[config.mk]
export PLATFORM = sky130hd
export DESIGN_NAME = dual_countdown_timer
export DESIGN_NICKNAME = d
export VERILOG_FILES = /design/src/rtl/dct_pkg.sv /design/src/rtl/dct_rst_sync.sv /design/src/rtl/dct_regbank.sv /design/src/rtl/dct_channel.sv /design/src/rtl/dual_countdown_timer.sv
export SDC_FILE = /design/constraint.sdc
export NUM_CORES = 1
export LEC_CHECK = 0
export BUFFER_PORTS_ARGS = -buffer_cell sky130_fd_sc_hd__buf_2
export CAP_MARGIN = 25
export CORE_MARGIN = 8
export CORE_UTILIZATION = 34
export DETAILED_ROUTE_END_ITERATION = 10
export HOLD_SLACK_MARGIN = 0.15
export PLACE_DENSITY = 0.54
export REMOVE_ABC_BUFFERS = 1
export SLEW_MARGIN = 15
export SYNTH_ARGS = -nofsm -noshare
export SYNTH_HDL_FRONTEND = slang
export SYNTH_SLANG_ARGS = --single-unit
[constraint.sdc]
create_clock -name clk -period 4.75 [get_ports clk]
set_input_delay 0.95 -clock clk [delete_from_list [all_inputs] [get_ports clk]]
set_output_delay 0.95 -clock clk [all_outputs]
set_load 0.02 [all_outputs]
[src/rtl/dct_pkg.sv]
package dct_pkg;

  // Address layout: control word first, then one 8-byte slot per channel.
  localparam int unsigned CTL_OFS    = 32'h00;
  localparam int unsigned CH_BASE    = 32'h10;
  localparam int unsigned CH_STRIDE  = 32'h08;
  localparam int unsigned VAL_DELTA  = 32'h04;

  // Two control bits per channel; run is the lower one.
  typedef struct packed {
    logic repeat_en;
    logic run;
  } chan_mode_t;

  function automatic int unsigned reload_ofs(input int unsigned ch);
    return CH_BASE + CH_STRIDE * ch;
  endfunction

  function automatic int unsigned value_ofs(input int unsigned ch);
    return CH_BASE + CH_STRIDE * ch + VAL_DELTA;
  endfunction

endpackage

[src/rtl/dct_rst_sync.sv]
module dct_rst_sync #(
  parameter int STAGES = 2
) (
  input  logic clk,
  input  logic rst_n,
  output logic rst_n_sync
);

  logic [STAGES-1:0] sync_q;
  logic [STAGES-1:0] sync_d;

  always_comb begin
    sync_d = {sync_q[STAGES-2:0], 1'b1};
  end

  always_ff @(posedge clk or negedge rst_n) begin
    if (!rst_n) begin
      sync_q <= '0;
    end else begin
      sync_q <= sync_d;
    end
  end

  assign rst_n_sync = sync_q[STAGES-1];

endmodule

[src/rtl/dct_regbank.sv]
module dct_regbank
  import dct_pkg::*;
#(
  parameter int NUM_CH = 2,
  parameter int CNT_W  = 32,
  parameter int DATA_W = 32,
  parameter int ADDR_W = 5
) (
  input  logic                             clk,
  input  logic                             rst_n,
  input  logic [ADDR_W-1:0]                addr,
  input  logic                             wr_en,
  input  logic [DATA_W-1:0]                wr_data,
  input  logic [NUM_CH-1:0][CNT_W-1:0]     count_i,
  output chan_mode_t [NUM_CH-1:0]          mode_o,
  output logic [NUM_CH-1:0][CNT_W-1:0]     reload_o,
  output logic [NUM_CH-1:0]                val_wr_o,
  output logic [CNT_W-1:0]                 val_wdata_o,
  output logic [DATA_W-1:0]                rd_data_o
);

  localparam int CTL_W = 2 * NUM_CH;

  // Address decode
  logic              hit_ctl;
  logic [NUM_CH-1:0] hit_rel;
  logic [NUM_CH-1:0] hit_val;

  always_comb begin
    hit_ctl = (32'(addr) == CTL_OFS);
    for (int c = 0; c < NUM_CH; c++) begin
      hit_rel[c] = (32'(addr) == reload_ofs(c));
      hit_val[c] = (32'(addr) == value_ofs(c));
    end
  end

  // Control word
  logic [CTL_W-1:0] ctl_q;
  logic [CTL_W-1:0] ctl_d;
  logic             ctl_le;

  always_comb begin
    ctl_le = wr_en & hit_ctl;
    ctl_d  = wr_data[CTL_W-1:0];
  end

  always_ff @(posedge clk or negedge rst_n) begin
    if (!rst_n) begin
      ctl_q <= '0;
    end else if (ctl_le) begin
      ctl_q <= ctl_d;
    end
  end

  // Reload registers, one per channel
  logic [NUM_CH-1:0][CNT_W-1:0] rel_q;

  for (genvar c = 0; c < NUM_CH; c++) begin : g_reload
    logic             rel_le;
    logic [CNT_W-1:0] rel_d;

    always_comb begin
      rel_le = wr_en & hit_rel[c];
      rel_d  = wr_data[CNT_W-1:0];
    end

    always_ff @(posedge clk or negedge rst_n) begin
      if (!rst_n) begin
        rel_q[c] <= '0;
      end else if (rel_le) begin
        rel_q[c] <= rel_d;
      end
    end

    assign mode_o[c] = chan_mode_t'(ctl_q[2*c +: 2]);
  end

  assign reload_o    = rel_q;
  assign val_wr_o    = {NUM_CH{wr_en}} & hit_val;
  assign val_wdata_o = wr_data[CNT_W-1:0];

  // Read return, zero for anything unmapped
  always_comb begin
    rd_data_o = '0;
    if (hit_ctl) begin
      rd_data_o[CTL_W-1:0] = ctl_q;
    end
    for (int c = 0; c < NUM_CH; c++) begin
      if (hit_rel[c]) begin
        rd_data_o[CNT_W-1:0] = rel_q[c];
      end
      if (hit_val[c]) begin
        rd_data_o[CNT_W-1:0] = count_i[c];
      end
    end
  end

  logic unused_wdata;
  assign unused_wdata = ^wr_data;

endmodule

[src/rtl/dct_channel.sv]
module dct_channel #(
  parameter int CNT_W = 32
) (
  input  logic             clk,
  input  logic             rst_n,
  input  logic             tick,
  input  logic             run,
  input  logic             repeat_en,
  input  logic [CNT_W-1:0] reload_val,
  input  logic             load,
  input  logic [CNT_W-1:0] load_val,
  output logic [CNT_W-1:0] count,
  output logic             expire
);

  localparam logic [CNT_W-1:0] CNT_ONE  = CNT_W'(1);
  localparam logic [CNT_W-1:0] CNT_ZERO = '0;

  logic [CNT_W-1:0] cnt_q;
  logic [CNT_W-1:0] cnt_d;
  logic             cnt_le;
  logic             exp_q;
  logic             exp_d;
  logic             step;

  // Next state: a bus load wins over a tick step.
  always_comb begin
    step   = tick & run;
    cnt_le = load | step;
    cnt_d  = cnt_q;
    exp_d  = 1'b0;
    if (load) begin
      cnt_d = load_val;
    end else if (step) begin
      if (cnt_q == CNT_ZERO) begin
        if (repeat_en) begin
          cnt_d = reload_val;
        end
      end else begin
        cnt_d = cnt_q - CNT_ONE;
        exp_d = (cnt_q == CNT_ONE);
      end
    end
  end

  always_ff @(posedge clk or negedge rst_n) begin
    if (!rst_n) begin
      cnt_q <= '0;
    end else if (cnt_le) begin
      cnt_q <= cnt_d;
    end
  end

  always_ff @(posedge clk or negedge rst_n) begin
    if (!rst_n) begin
      exp_q <= 1'b0;
    end else begin
      exp_q <= exp_d;
    end
  end

  assign count  = cnt_q;
  assign expire = exp_q;

endmodule

[src/rtl/dual_countdown_timer.sv]
module dual_countdown_timer
  import dct_pkg::*;
#(
  parameter int NUM_CH = 2,
  parameter int CNT_W  = 32,
  parameter int DATA_W = 32,
  parameter int ADDR_W = 5
) (
  input  logic              clk,
  input  logic              rst_n,
  input  logic              tick,
  input  logic [ADDR_W-1:0] bus_addr,
  input  logic              bus_wr,
  input  logic [DATA_W-1:0] bus_wdata,
  output logic [DATA_W-1:0] bus_rdata,
  output logic [NUM_CH-1:0] expire_irq
);

  logic                         rst_n_sync;
  chan_mode_t [NUM_CH-1:0]      chan_mode;
  logic [NUM_CH-1:0][CNT_W-1:0] chan_reload;
  logic [NUM_CH-1:0][CNT_W-1:0] chan_count;
  logic [NUM_CH-1:0]            chan_load;
  logic [CNT_W-1:0]             chan_load_val;
  logic [NUM_CH-1:0]            chan_expire;

  dct_rst_sync #(
    .STAGES(2)
  ) u_rst_sync (
    .clk       (clk),
    .rst_n     (rst_n),
    .rst_n_sync(rst_n_sync)
  );

  dct_regbank #(
    .NUM_CH(NUM_CH),
    .CNT_W (CNT_W),
    .DATA_W(DATA_W),
    .ADDR_W(ADDR_W)
  ) u_regbank (
    .clk        (clk),
    .rst_n      (rst_n_sync),
    .addr       (bus_addr),
    .wr_en      (bus_wr),
    .wr_data    (bus_wdata),
    .count_i    (chan_count),
    .mode_o     (chan_mode),
    .reload_o   (chan_reload),
    .val_wr_o   (chan_load),
    .val_wdata_o(chan_load_val),
    .rd_data_o  (bus_rdata)
  );

  for (genvar c = 0; c < NUM_CH; c++) begin : g_chan
    dct_channel #(
      .CNT_W(CNT_W)
    ) u_channel (
      .clk       (clk),
      .rst_n     (rst_n_sync),
      .tick      (tick),
      .run       (chan_mode[c].run),
      .repeat_en (chan_mode[c].repeat_en),
      .reload_val(chan_reload[c]),
      .load      (chan_load[c]),
      .load_val  (chan_load_val),
      .count     (chan_count[c]),
      .expire    (chan_expire[c])
    );
  end

  assign expire_irq = chan_expire;

endmodule

Word-level counts from Yosys, hierarchy flattened

Cells that the tools add are included.

Register bits after elaboration: 136
Input port bits: 41
Output and inout port bits: 34
Logic and storage cells: 52

$add $sub $neg: 2
Eq/ne operators: 8
Multiplexer cells: 19
Bitwise logic cells: 8
Reduce and logical (&&, ||, !) cells: 7

Operators by type and width:

| kind                                                  | number |
|---|---|
| 2-to-1 mux 32 bit                                     | 12 |
| equality test 32 x 1 -> 1 bit (second input constant) | 2 |
| logical NOT 32 bit                                    | 2 |
| subtractor 32 x 1 -> 32 bit (second input constant)   | 2 |
| equality test 5 bit (second input constant)           | 4 |
| 2-to-1 mux 1 bit                                      | 6 |
| != test 3 bit (second input constant)                 | 2 |
| AND reduction 3 bit                                   | 2 |
| AND 1 bit                                             | 5 |
| logical NOT 5 bit                                     | 1 |
| 2-to-1 mux 4 bit                                      | 1 |
| nonzero test 2 bit                                    | 2 |
| AND 2 bit                                             | 1 |
| bitwise OR 1 bit                                      | 2 |

Depth between registers and ports, before layout

Depth in word-level cells: 6
Mapped depth: 10
Gate-level depth less buffers: 8

Cells and area by module

A second synthesis with hierarchy kept.

Cells, all modules: 936
Area, all modules: 8931.1 um2

By module, submodules not included:

| module                            | instances | cells each | area an instance (um2) | sequential area each (um2) |
|---|---|---|---|---|
| dct_regbank                       | 1         | 331        | 3971.3                 | 1701.6 |
| dct_channel (g_chan[1].u_channel) | 1         | 305        | 2457.4                 | 825.8 |
| dct_channel (g_chan[0].u_channel) | 1         | 297        | 2448.6                 | 825.8 |
| dct_rst_sync                      | 1         | 3          | 53.8                   | 50.0 |

Worst setup path before layout

No wires, ideal clock.

Path type: input-to-output
Start: in bus_addr[4]
End: out bus_rdata[2]
Arrival time: 2628 ps
Required time: 3800 ps
Slack: 1172 ps
Cell stages on the path: 8
Path through: clkbuf_1 and2_1 clkbuf_1 and3_1 clkbuf_1 clkbuf_1 a22oi_1 o21ai_0

Word-level cells in the longest chain between the ends: 6
Elaborated cells between the ends (all ways): 10
Classes of those cells: eq/ne (4); mux (5); reduce/logical (1)

RTL lines:

| item                | RTL line                   | RTL |
|---|---|---|
| start: declaration  | dual_countdown_timer.sv:12 | `input logic [ADDR_W-1:0] bus_addr,` |
| logical NOT 5 bit   | dct_regbank.sv:30          | `hit_ctl = (32'(addr) == CTL_OFS);` |
| 2-to-1 mux 4 bit    | dct_regbank.sv:85          | `if (hit_ctl) begin` |
| 2-to-1 mux 32 bit   | dct_regbank.sv:89          | `if (hit_rel[c]) begin` |
| 2-to-1 mux 32 bit   | dct_regbank.sv:92          | `if (hit_val[c]) begin` |
| 2-to-1 mux 32 bit   | dct_regbank.sv:89          |  |
| 2-to-1 mux 32 bit * | dct_regbank.sv:92          |  |
| end: declaration    | dual_countdown_timer.sv:15 | `output logic [DATA_W-1:0] bus_rdata,` |

Mark *: on every way between the ends. The rest lies on a longest branch, timed or not.

Worst setup path after layout

Start: in bus_addr[4]
End: out bus_rdata[13]

Word-level cells in the longest chain between the ends: 5
Elaborated cells between the ends (all ways): 8
Classes of those cells: eq/ne (4); mux (4)

RTL lines:

| item                | RTL line          | RTL |
|---|---|---|
| equality test 5 bit | dct_regbank.sv:32 | `hit_rel[c] = (32'(addr) == reload_ofs(c));` |
| 2-to-1 mux 32 bit   | dct_regbank.sv:89 |  |
| 2-to-1 mux 32 bit   | dct_regbank.sv:92 |  |
| 2-to-1 mux 32 bit   | dct_regbank.sv:89 |  |
| 2-to-1 mux 32 bit * | dct_regbank.sv:92 |  |

Marked as above.

==> results.cfg <==
[pwr]
p_int_mw = 2.872
irDropWorstVdd_uv = 218.4
netSwitchingPower_mw = 1.869
power_leakage_nw = 4.122
pwr-share-clk_pct = 28.0
power_density_nw_per_um2 = 494.9
p_comb_share_pct = 30.2
swShare_pct = 39.41
p_seq_share_pct = 41.8

[logic_synthesis]
synth_warnings = 0
seq_area_frac_synth_pct = 41.28
synth_edf_count = 0
ys_types = 73
synth_area_um2 = 8244
synthCells = 880
synth_top_flop_cell = dfrtp_1
syn_avg_cell_area_um2 = 9.368
synthArstFlopShare_pct = 100.0
synth-seq-cells = 136

[critical_path]
critPathArrivalTime_ns = 2.81
critPathSlowestCell = and3_1
path_delay_family = simple AND/OR/NAND/NOR gates
cp_cell_sequence = buf_2 > nor2b_1 > and3_1 > buf_4 > a22oi_1 > nand2_1 > buf_2
endpoint_kind = primary output
crit_type = in -> out
crit_buf_inv = 3
path_max_fanout = 15
start_kind = primary input
cp_common_cell = buf_2
cp.required_ns = 3.80
slowest_delay_ns = 0.75

[final_layout]
area_growth_pct = 16.21
n_antenna_cell = 0
nFillCells = 2459
fin_area_um2 = 9580
nets = 983
drive_gt1_share_pct = 23.37
postLayoutCoreUtil_pct = 39.86

[floorplanning]
start_util_pct = 34.30
die-area_um2 = 29490
die_w_um = 171.7
rows = 57
core-area_um2 = 24030
num_io_pins = 75
die_h_um = 171.7

[cts]
clockBufferDepth = 2
cts_hold_buffers = 0
cts_resized = 0
cts_tree = yes
cts.clk_slew.worst_paths_ns = 0.06
cts_htree_levels = 4
clock-sinks = 136
cts_root_buf = clkbuf_16
cts_setup_buffers = 0
clk_latency_ns = 0.44
cts-buffers-inserted = 17

[timing]
hold_viol = 0
grt_setup_unrepaired = no
timing.final.crit_period_ns = 3.764
post-route-period-util_pct = 79.25
finalClockSkew_ns = 0.008422
tns_ns = 0
max_slew_margin_pct = 29.21
maxSlewViolCount = 0
setup_violations = 0
worstMarginPinSlew_ns = 1.051
fmax_ghz = 0.2657

[placement]
io_buffers = 74
gp_congestion = 0.8964
hpwl_um = 21360
placed_area_um2 = 8971

[global_routing]
grt_max_degree = 73
grt_usage_pct = 21.27
grt_pass1_vias = 7701
overflow = 0
antenna_found_initial = 0
grt_pass1_wl_um = 47470

[routing]
wl_per_cell_um = 24.23
wl_um = 30870
dr_total_vias = 7829
routed-wl-met3_um = 2532
drt_iter0_markers = 778
drc_errors = 0
vias_per_cell = 6.145
ant_nets = 0
routed.top_layer = met4
first_pass_iters = 5
wl_met2_um = 13710
drt-met1-wl_um = 13700

[worst_hold_path]
worst_hold_path_type = reg -> async

[run]
drv_cap = 0

[outcome]
status = finished, final reports clean
==> cell families (layout without fill, tap and decap cells) <==
| family | count (synthesis) | in the layout | synth area share, % |
|---|---|---|---|
| and+or+nand+nor | 291 | 291 | 18.29 |
| AOI/OAI and AO/OA | 279 | 279 | 23.54 |
| DFF | 136 | 136 | 41.28 |
| muxes | 78 | 78 | 10.52 |
| buffers and inverters | 74 | 144 | 3.916 |
| xor gates and xnor gates | 17 | 17 | 1.806 |
| adders and majority gates | 4 | 4 | 0.6071 |
| other | 1 | 1 | 0.04549 |
==> per-stage QoR <==
stage	cells	worst slack [ns]	total power [mW]	hold WS (ns)
6_report	1274	0.9858	4.741	0.2143
5_1_grt	1274	0.9124	4.997	0.2414
4_1_cts	1273	0.9475	4.720	0.2861
3_5_place_dp	1242	1.003	3.384	0.3364
3_3_place_gp	1242	0.9849	3.379	0.3325
2_1_floorplan	815	0.6803	2.812	0.3312
==> synthesized netlist by cell type (7+ instances only) <==
master / count / area share [%]
a211oi_1: 7 / 0.64
a21oi_1: 52 / 3.2
a221o_1: 18 / 2.2
a22oi_1: 73 / 6.6
a31oi_1: 15 / 1.1
and3_1: 16 / 1.2
clkbuf_1: 46 / 2.1
dfrtp_1: 136 / 41
inv_1: 9 / 0.41
mux2_2: 69 / 9.4
mux2i_1: 9 / 1.1
nand2_1: 88 / 4.0
nand3_1: 18 / 1.1
nand4_1: 13 / 0.99
nor2_1: 60 / 2.7
nor3_1: 21 / 1.3
nor4_1: 18 / 1.4
o211ai_1: 17 / 1.5
o21ai_0: 41 / 2.5
o31ai_1: 7 / 0.64
or3_1: 12 / 0.91
or4_1: 10 / 0.91
xnor2_1: 10 / 1.1
xor2_1: 7 / 0.74
==> routing by layer <==
layer	track usage (%)	vias to the layer above
met1	29.58	3916
met3	4.659	64
li1	-	3490
met4	7.637	0
met2	31.92	359
met5	0	-
==> path summary, 6_finish.rpt <==
path                                                    start                             to  slack, ns  cells past startpoint
max in group asynchronous                u_rst_sync.sync_q[1]         u_regbank.reload_o[27]       3.34                      2
worst min-delay path                     u_rst_sync.sync_q[1]  g_chan[0].u_channel.count[28]       0.21                      0
worst max-delay path                              bus_addr[4]                  bus_rdata[13]       0.99                      7
worst max register to register  g_chan[0].u_channel.count[24]  g_chan[0].u_channel.count[19]       1.22                      6
worst min register to register           u_rst_sync.sync_q[1]  g_chan[0].u_channel.count[28]       0.21                      0
min in group clk                         u_rst_sync.sync_q[0]           u_rst_sync.sync_q[1]       0.35                      0
==> registers in the layout, indices dropped and copies added, names as in the netlist <==
signal                   count
g_chan.u_channel.count      64
u_regbank.reload_o          64
u_regbank.mode_o             4
g_chan.u_channel.expire      2
u_rst_sync.sync_q            2
==> area by class of cell <==
| cell class | count | area, um^2 | share of cell area (%) |
|---|---|---|---|
| multi-input cells | 670 | 4537 | 47.36 |
| flip-flops and latches | 136 | 3407 | 35.56 |
| repair buffers | 104 | 615.6 | 6.425 |
| clock buffers | 20 | 456.7 | 4.767 |
| well taps | 324 | 405.4 | 4.231 |
| clock inverters | 11 | 125.1 | 1.306 |
| inverters | 9 | 33.78 | 0.3526 |
==> power by group through the flow <==
stage	combinational [mW]	sequential (mW)	clock, mW
after CTS	1.40	1.98	1.35
final	1.43	1.98	1.33
after global placement	1.38	2.00	0
after floorplan	0.985	1.83	0
after detailed placement	1.39	2.00	0
after global routing	1.58	2.03	1.39
==> layout by cell type (no fill, tap or decap), types with 4 or more instances in the layout <==
cell type     n
o21ai_0      41
nand3_1      18
xnor2_1      10
o22ai_1       4
ha_1          4
a21oi_1      52
or4_1        10
mux2_2       69
clkbuf_16    17
nand2_1      88
a221o_1      18
mux2i_1       9
o21ai_1       6
nand2b_1      5
nor3_1       21
buf_4        29
dfrtp_1     135
o211ai_1     17
nor2_1       58
a22oi_1      73
nor4_1       17
buf_2        74
o31ai_1       7
a31oi_1      15
a211oi_1      7
and3_1       16
or3_1        12
xor2_1        7
o311a_1       4
and2_1        6
nand4_1      13
inv_1         9
nor4_2        4
clkinvlp_4    5
==> worst register-to-register path, delay by kind of cell (launching register included) <==
| kind | cells | cell delay, ns |
|---|---|---|
| AOI/OAI and AO/OA | 2 | 0.60 |
| DFF | 1 | 0.46 |
| and+or+nand+nor | 4 | 2.33 |
Note: power is estimated with default switching activity, not from simulation.
